**config.mk**
```make
export PLATFORM = sky130hd
export DESIGN_NAME = fnc_ns_clock
export DESIGN_NICKNAME = d
export VERILOG_FILES = /design/src/rtl/fnc_pkg.sv /design/src/rtl/fnc_frac_acc.sv /design/src/rtl/fnc_ns_count.sv /design/src/rtl/fnc_bus_regs.sv /design/src/rtl/fnc_ns_clock.sv
export SDC_FILE = /design/constraint.sdc
export NUM_CORES = 1
export LEC_CHECK = 0
export ABC_CLOCK_PERIOD_IN_PS = 5550
export BUFFER_PORTS_ARGS = -buffer_cell sky130_fd_sc_hd__buf_2
export CAP_MARGIN = 20
export CORE_ASPECT_RATIO = 1.1
export CORE_MARGIN = 4
export CORE_UTILIZATION = 35
export DETAILED_ROUTE_END_ITERATION = 8
export PLACE_DENSITY = 0.63
export SLEW_MARGIN = 5
export SYNTH_ARGS = -nofsm -noshare
export SYNTH_HDL_FRONTEND = slang
export SYNTH_SLANG_ARGS = --single-unit
```
**constraint.sdc**
```tcl
create_clock -name clk -period 5.55 [get_ports clk]
set_input_delay 1.11 -clock clk [delete_from_list [all_inputs] [get_ports clk]]
set_output_delay 1.11 -clock clk [all_outputs]
set_load 0.02 [all_outputs]
```
**src/rtl/fnc_pkg.sv**
```systemverilog
package fnc_pkg;

    localparam int NS_W    = 40;
    localparam int FRAC_W  = 32;
    localparam int BUS_W   = 32;
    localparam int ADDR_W  = 2;
    localparam int HI_W    = NS_W - BUS_W;
    localparam int MAG_W   = FRAC_W - 1;
    localparam int STEP_NS = 8;

    typedef enum logic [ADDR_W-1:0] {
        SEL_TIME_LO = 2'd0,
        SEL_TIME_HI = 2'd1,
        SEL_RATE    = 2'd2,
        SEL_NONE    = 2'd3
    } reg_sel_e;

    typedef enum logic [1:0] {
        ADJ_NONE = 2'd0,
        ADJ_UP   = 2'd1,
        ADJ_DOWN = 2'd2
    } adj_e;

    typedef struct packed {
        logic             neg;
        logic [MAG_W-1:0] mag;
    } rate_t;

    typedef struct packed {
        logic [FRAC_W-1:0] frac;
        adj_e              adj;
    } frac_res_t;

    function automatic frac_res_t frac_next(logic [FRAC_W-1:0] f, rate_t r);
        logic [FRAC_W:0] s;
        frac_res_t       o;
        if (r.neg) begin
            s     = {1'b0, f} - {2'b00, r.mag};
            o.adj = s[FRAC_W] ? ADJ_DOWN : ADJ_NONE;
        end else begin
            s     = {1'b0, f} + {2'b00, r.mag};
            o.adj = s[FRAC_W] ? ADJ_UP : ADJ_NONE;
        end
        o.frac = s[FRAC_W-1:0];
        return o;
    endfunction

    function automatic logic [NS_W-1:0] step_of(adj_e a);
        logic [NS_W-1:0] st;
        st = NS_W'(STEP_NS);
        case (a)
            ADJ_UP:   st = NS_W'(STEP_NS + 1);
            ADJ_DOWN: st = NS_W'(STEP_NS - 1);
            default:  st = NS_W'(STEP_NS);
        endcase
        return st;
    endfunction

endpackage

```
**src/rtl/fnc_frac_acc.sv**
```systemverilog
module fnc_frac_acc
    import fnc_pkg::*;
(
    input  logic              clk,
    input  logic              rst,
    input  logic              clr_i,
    input  rate_t             rate_i,
    output adj_e              adj_o,
    output logic [FRAC_W-1:0] frac_o
);

    logic [FRAC_W-1:0] frac_q;
    frac_res_t         res;

    always_comb begin
        res   = frac_next(frac_q, rate_i);
        adj_o = clr_i ? ADJ_NONE : res.adj;
    end

    always_ff @(posedge clk) begin
        if (rst) begin
            frac_q <= '0;
        end else if (clr_i) begin
            frac_q <= '0;
        end else begin
            frac_q <= res.frac;
        end
    end

    assign frac_o = frac_q;


    sign_dir_chk: assert property (@(posedge clk) disable iff (rst)
        rate_i.neg |-> (adj_o != ADJ_UP));


    pos_mono_chk: assert property (@(posedge clk) disable iff (rst)
        (!clr_i && !rate_i.neg && adj_o == ADJ_NONE) |=> (frac_q >= $past(frac_q)));


    frac_clr_chk: assert property (@(posedge clk) disable iff (rst)
        clr_i |=> (frac_q == '0));

endmodule

```
**src/rtl/fnc_ns_count.sv**
```systemverilog
module fnc_ns_count
    import fnc_pkg::*;
(
    input  logic            clk,
    input  logic            rst,
    input  logic            load_i,
    input  logic [NS_W-1:0] load_val_i,
    input  adj_e            adj_i,
    output logic [NS_W-1:0] ns_o,
    output logic            wrap_o
);

    logic [NS_W-1:0] ns_q;
    logic            wrap_q;
    logic [NS_W:0]   sum;

    always_comb begin
        sum = {1'b0, ns_q} + {1'b0, step_of(adj_i)};
    end

    always_ff @(posedge clk) begin
        if (rst) begin
            ns_q   <= '0;
            wrap_q <= 1'b0;
        end else if (load_i) begin
            ns_q   <= load_val_i;
            wrap_q <= 1'b0;
        end else begin
            ns_q   <= sum[NS_W-1:0];
            wrap_q <= sum[NS_W];
        end
    end

    assign ns_o   = ns_q;
    assign wrap_o = wrap_q;


    step_range_chk: assert property (@(posedge clk) disable iff (rst)
        !load_i |=> (((ns_q - $past(ns_q)) >= NS_W'(STEP_NS - 1)) &&
                     ((ns_q - $past(ns_q)) <= NS_W'(STEP_NS + 1))));


    load_wins_chk: assert property (@(posedge clk) disable iff (rst)
        load_i |=> (ns_q == $past(load_val_i)));


    wrap_small_chk: assert property (@(posedge clk) disable iff (rst)
        wrap_q |-> (ns_q < NS_W'(2 * STEP_NS)));


    wrap_single_chk: assert property (@(posedge clk) disable iff (rst)
        wrap_q |=> !wrap_q);

endmodule

```
**src/rtl/fnc_bus_regs.sv**
```systemverilog
module fnc_bus_regs
    import fnc_pkg::*;
(
    input  logic              clk,
    input  logic              rst,
    input  logic              wr_i,
    input  logic              rd_i,
    input  logic [ADDR_W-1:0] addr_i,
    input  logic [BUS_W-1:0]  wdata_i,
    input  logic [NS_W-1:0]   ns_i,
    output rate_t             rate_o,
    output logic              load_o,
    output logic [NS_W-1:0]   load_val_o,
    output logic [BUS_W-1:0]  rdata_o,
    output logic              rvalid_o
);

    reg_sel_e          sel;
    logic [BUS_W-1:0]  staged_lo_q;
    logic [HI_W-1:0]   shadow_hi_q;
    rate_t             rate_q;
    logic [BUS_W-1:0]  rdata_q;
    logic              rvalid_q;
    logic [BUS_W-1:0]  rd_mux;

    assign sel = reg_sel_e'(addr_i);

    always_comb begin
        case (sel)
            SEL_TIME_LO: rd_mux = ns_i[BUS_W-1:0];
            SEL_TIME_HI: rd_mux = {{(BUS_W-HI_W){1'b0}}, shadow_hi_q};
            SEL_RATE:    rd_mux = rate_q;
            default:     rd_mux = '0;
        endcase
    end

    always_ff @(posedge clk) begin
        if (rst) begin
            staged_lo_q <= '0;
            shadow_hi_q <= '0;
            rate_q      <= '0;
            rdata_q     <= '0;
            rvalid_q    <= 1'b0;
        end else begin
            rvalid_q <= rd_i;
            if (rd_i) begin
                rdata_q <= rd_mux;
                if (sel == SEL_TIME_LO) begin
                    shadow_hi_q <= ns_i[NS_W-1:BUS_W];
                end
            end
            if (wr_i) begin
                case (sel)
                    SEL_TIME_LO: staged_lo_q <= wdata_i;
                    SEL_RATE:    rate_q      <= rate_t'(wdata_i);
                    default:     ;
                endcase
            end
        end
    end

    assign load_o     = wr_i && (sel == SEL_TIME_HI);
    assign load_val_o = {wdata_i[HI_W-1:0], staged_lo_q};
    assign rate_o     = rate_q;
    assign rdata_o    = rdata_q;
    assign rvalid_o   = rvalid_q;


    shadow_hold_chk: assert property (@(posedge clk) disable iff (rst)
        !(rd_i && sel == SEL_TIME_LO) |=> $stable(shadow_hi_q));


    rate_hold_chk: assert property (@(posedge clk) disable iff (rst)
        !(wr_i && sel == SEL_RATE) |=> $stable(rate_q));


    rvalid_chk: assert property (@(posedge clk) disable iff (rst)
        rd_i |=> rvalid_q);


    hi_zero_chk: assert property (@(posedge clk) disable iff (rst)
        (rd_i && sel == SEL_TIME_HI) |=> (rdata_q[BUS_W-1:HI_W] == '0));

endmodule

```
**src/rtl/fnc_ns_clock.sv**
```systemverilog
module fnc_ns_clock
    import fnc_pkg::*;
(
    input  logic              clk,
    input  logic              rst,
    input  logic              bus_wr,
    input  logic              bus_rd,
    input  logic [ADDR_W-1:0] bus_addr,
    input  logic [BUS_W-1:0]  bus_wdata,
    output logic [BUS_W-1:0]  bus_rdata,
    output logic              bus_rvalid,
    output logic              wrap_pulse
);

    rate_t             rate;
    logic              load;
    logic [NS_W-1:0]   load_val;
    logic [NS_W-1:0]   ns;
    adj_e              adj;
    logic [FRAC_W-1:0] frac;

    fnc_bus_regs u_regs (
        .clk        (clk),
        .rst        (rst),
        .wr_i       (bus_wr),
        .rd_i       (bus_rd),
        .addr_i     (bus_addr),
        .wdata_i    (bus_wdata),
        .ns_i       (ns),
        .rate_o     (rate),
        .load_o     (load),
        .load_val_o (load_val),
        .rdata_o    (bus_rdata),
        .rvalid_o   (bus_rvalid)
    );

    fnc_frac_acc u_frac (
        .clk    (clk),
        .rst    (rst),
        .clr_i  (load),
        .rate_i (rate),
        .adj_o  (adj),
        .frac_o (frac)
    );

    fnc_ns_count u_count (
        .clk        (clk),
        .rst        (rst),
        .load_i     (load),
        .load_val_i (load_val),
        .adj_i      (adj),
        .ns_o       (ns),
        .wrap_o     (wrap_pulse)
    );


    reset_clear_chk: assert property (@(posedge clk)
        rst |=> (ns == '0 && frac == '0 && rate == '0 && !wrap_pulse));

endmodule

```
==> key figures <==
Clock network
  • CTS tree: done
  • H-tree levels: 4
  • Skew-Pair Late Insertion Delay: 0.44 ns
  • Post-CTS Setup Inserts: 0
  • Inserted Clock Buffers: 17
  • Sinks on Clock Net: approximately 180
  • Root Driver: clkbuf_16
  • Clk pin slew, worst setup/hold paths: 0.07 ns
  • Clock buffer depth: 2

STA
  • RSZ-0062 raised after global routing: no
  • Skew final: around 0.0095 ns
  • Tcrit/Tclk final: ~94%
  • Fin. Hold Viols: 0
  • Worst Tran Pin Value: around 1.1 ns
  • Fmax: 0.193 GHz
  • Slew Limit Fails: 0
  • Final Setup Violations: 0
  • Max-slew headroom: roughly a quarter
  • Setup TNS: 0 ns
  • Crit path time final: approximately 5.2 ns

Run
  • Max Cap Viol: 0

Critical path
  • CP startpoint: u_frac.frac_o[0]
  • Crit path kind: register to register
  • Crit Path Max Fanout: 7
  • WP data arrival: around 5.5 ns
  • Cells on worst reg2reg path: 22
  • Reg2reg setup slack: 0.36 ns
  • Reg2Reg Capture Point: u_count.ns_o[32]
  • Crit path cell chain: inv_1 > ha_1 > fa_1 > nand2b_1 > a2111oi_2 > o21ai_1 > nand2_1 > a21oi_1 > o31a_1 > o31ai_1 > a21oi_1 > ha_1 > inv_1 > ha_1 > fa_1 > a21o_1 > a21oi_1 > or3_4 > nor2_4 > nand3_2 > or3_1 > a311oi_1
  • Worst r2r src: u_frac.frac_o[0]
  • Crit start category: register
  • Slowest cell delay on critical path: approximately 0.42 ns
  • Slowest stage cell on the critical path: or3_4
  • CP required: a little under 6 ns
  • CP Capture Type: register

Die
  • Starting density of the core: between 30 and 40%
  • Chip Width: 173 um
  • Row cnt: 66
  • DIE HEIGHT: about 190 um
  • I/O pin count: a little over 70
  • Core Area: between 0.02 and 0.03 mm2
  • Die area: about 0.033 mm2

Synthesis
  • FF+latch count, synth: 178
  • Cell variety after synth: 70
  • Leading area contributor after synthesis: dfxtp_1
  • Syn_area_per_cell: ~7.5 um2
  • Top cells by area, synth: dfxtp_1, a21oi_1, ha_1, nand2_1, nor2_1
  • Mapped Nets: between 1k and 1.5k
  • Yosys warnings: 0
  • Sequential area share after synthesis: 34.0%
  • EDFF count, synth: 0
  • Asr flop ratio synth: 0%
  • Cell Area, Synth: about 0.010 mm2
  • Synth Instances: approximately 1.4k
  • Share of the synthesized area in the top cell type: around 34%
  • Ys flop type: dfxtp_1

Min path
  • Worst hold start: u_regs.staged_lo_q[21]
  • Worst Hold Class: register to register
  • Endpoint of the worst hold path: u_regs.staged_lo_q[21]
  • Hold Path Cell Cnt: 2

Pwr
  • Leakage power: around 0.0048 uW
  • PD cells: 278 mW/mm2
  • Max IR drop VDD: roughly 0.21 mV

Cells and area
  • Area taken by multi-input logic gates: roughly 0.0064 mm2
  • Post-route cell area: 0.0119 mm2
  • Register area: about 0.0036 mm2
  • Final net count: approximately 1.5k
  • Layout cells sized above 1: 11.4%
  • Area grow syn2layout: 13.2%
  • # fillers: 3079
  • # diodes: 0

GRT
  • Vias in the first global route: between 9k and 10k
  • GRT Overall Usage: about a fifth
  • Antenna violations before repair: 1
  • Congestion Overflow GR: 0
  • First-pass GRT wire length: a little over 50000 um
  • Largest net degree at the start of global routing: 90

Routing
  • Avg WL per Cell: approximately 17 um
  • DRC viols: 0
  • Post-detailed-route count of antenna-violating nets: 0
  • Vias: 9867
  • Pre-antenna DRT Iters: 5
  • Initial detailed-routing violation count: approximately 680
  • Via density: approximately 5.4
  • Final WL: between 30000 and 40000 um

Placed design
  • Port bufs: 71
  • Post-DP HPWL: between 20000 and 25000 um
  • Cell Area, Placed: between 0.01 and 0.015 mm2
  • Placer Congestion: about 0.94

Run status
  • Status: finished, final reports clean
[stage by stage]
stage	setup WS [ns]	total power [uW]	hold WS [ns]	util [%]	cells
floorplan	0.788	1820	0.432	-	1391
global route	0.00940	3420	0.470	40.1	1817
finish	0.358	3290	0.456	40.1	1817
detailed placement	0.116	1990	0.447	37.9	1785
CTS	0.0727	3300	0.456	40.0	1817
global placement	0.278	1990	0.439	37.9	1785
[worst max-delay path, delay by kind of cell (launching register included)]
kind	cells	cell delay, ns
AO/OA/AOI/OAI	9	1.90
adder cells (fa/ha/maj)	5	1.28
buffers and inverters	2	0.11
flip-flops	1	0.34
AND/OR/NAND/NOR	6	1.47
[state kept, by name, summed over array words and instances (netlist names)]
signal              cells
u_count.ns_o           40
u_frac.frac_o          32
u_regs.shadow_hi_q      8
u_regs.rdata_o         32
u_regs.staged_lo_q     32
u_count.wrap_o          1
u_regs.rvalid_o         1
u_regs.rate_o          32
[report_power, final]
group / internal (uW) / switching (uW) / total (uW)
combinational: 220 / 383 / 604
sequential: 1330 / 46.5 / 1380
clock: 769 / 543 / 1310
[worst max-delay path by stage]
stage | cells after the start | endpoint | slack (ns)
2_1_floorplan | 24 | u_count.ns_o[38] | 0.79
3_3_place_gp | 24 | u_count.ns_o[38] | 0.28
3_5_place_dp | 24 | u_count.ns_o[38] | 0.12
4_1_cts | 24 | u_count.ns_o[38] | 0.07
5_1_grt | 24 | u_count.ns_o[38] | 0.009
6_report | 22 | u_count.ns_o[32] | 0.36
[placed cells by master (no fill, tap or decap), drive strengths merged, types with 16 or more instances in the layout]
| master | Yosys | layout |
|---|---|---|
| nand2 | 220 | 220 |
| a21oi | 185 | 185 |
| dfxtp | 178 | 178 |
| nor2 | 158 | 158 |
| buf | 9 | 98 |
| inv | 70 | 72 |
| ha | 67 | 67 |
| o21ai | 66 | 66 |
| a211oi | 43 | 43 |
| nor2b | 40 | 40 |
| xnor2 | 33 | 33 |
| xor2 | 24 | 24 |
| nand3 | 23 | 23 |
| nor3 | 21 | 21 |
| clkbuf | 69 | 20 |
| nand4 | 16 | 16 |
[cell usage after synthesis (3+ instances only)]
cell,number
and2_1,4
o21a_1,6
o31a_1,5
nand2_1,220
nor4_1,5
nand3_1,21
mux2i_1,14
fa_1,3
nor2b_1,40
a211oi_1,41
o211ai_1,5
or4_1,4
dfxtp_1,178
ha_1,67
a31oi_1,5
xnor2_1,33
o2111ai_1,3
clkbuf_1,69
buf_1,7
o21ai_1,15
or3_1,11
a21o_1,13
a21oi_1,184
a311oi_1,9
nor2_1,157
nand2b_1,8
o21ai_0,51
mux2_2,7
xor2_1,24
nor3_1,21
inv_1,60
and3_1,6
o311ai_1,3
o21bai_1,10
o31ai_1,10
o22ai_1,3
nand4_1,16
inv_2,10
or2_1,3
[cells by family after synthesis]
logic type	share of synthesized area [%]
DFF	34.0
muxes	2.20
AOI/OAI and AO/OA	22.5
adders and majority gates	8.57
xor gates and xnor gates	4.76
buffers and inverters	5.38
and+or+nand+nor	22.6
[final cells by class]
type	count	share of cell area [%]
clock buffers	20	3.77
clock inverters	12	1.51
inverters	70	2.22
multi-input cells	1065	53.8
flip-flops and latches	178	30.0
well taps	374	3.95
repair buffers	98	4.73
[what timing repair did]
| item | CTS | global route |
|---|---|---|
| setup endpoints to repair | 0 | 11 |
| hold endpoints to repair | 0 | 0 |
| hold buffers | 0 | 0 |
| gates resized for setup | 0 | 5 |
[layer usage]
metal | up-vias | track usage (%) | share of wire, % | wire length, um
li1 | 4866 | - | - | -
met1 | 4682 | 24.4 | 45 | 14300
met2 | 264 | 32.1 | 47 | 15000
met3 | 53 | 3.25 | 4.9 | 1540
met4 | 2 | 7.92 | 2.9 | 925
met5 | - | 0 | 0.038 | 12
(Power assumes the default switching activity.)
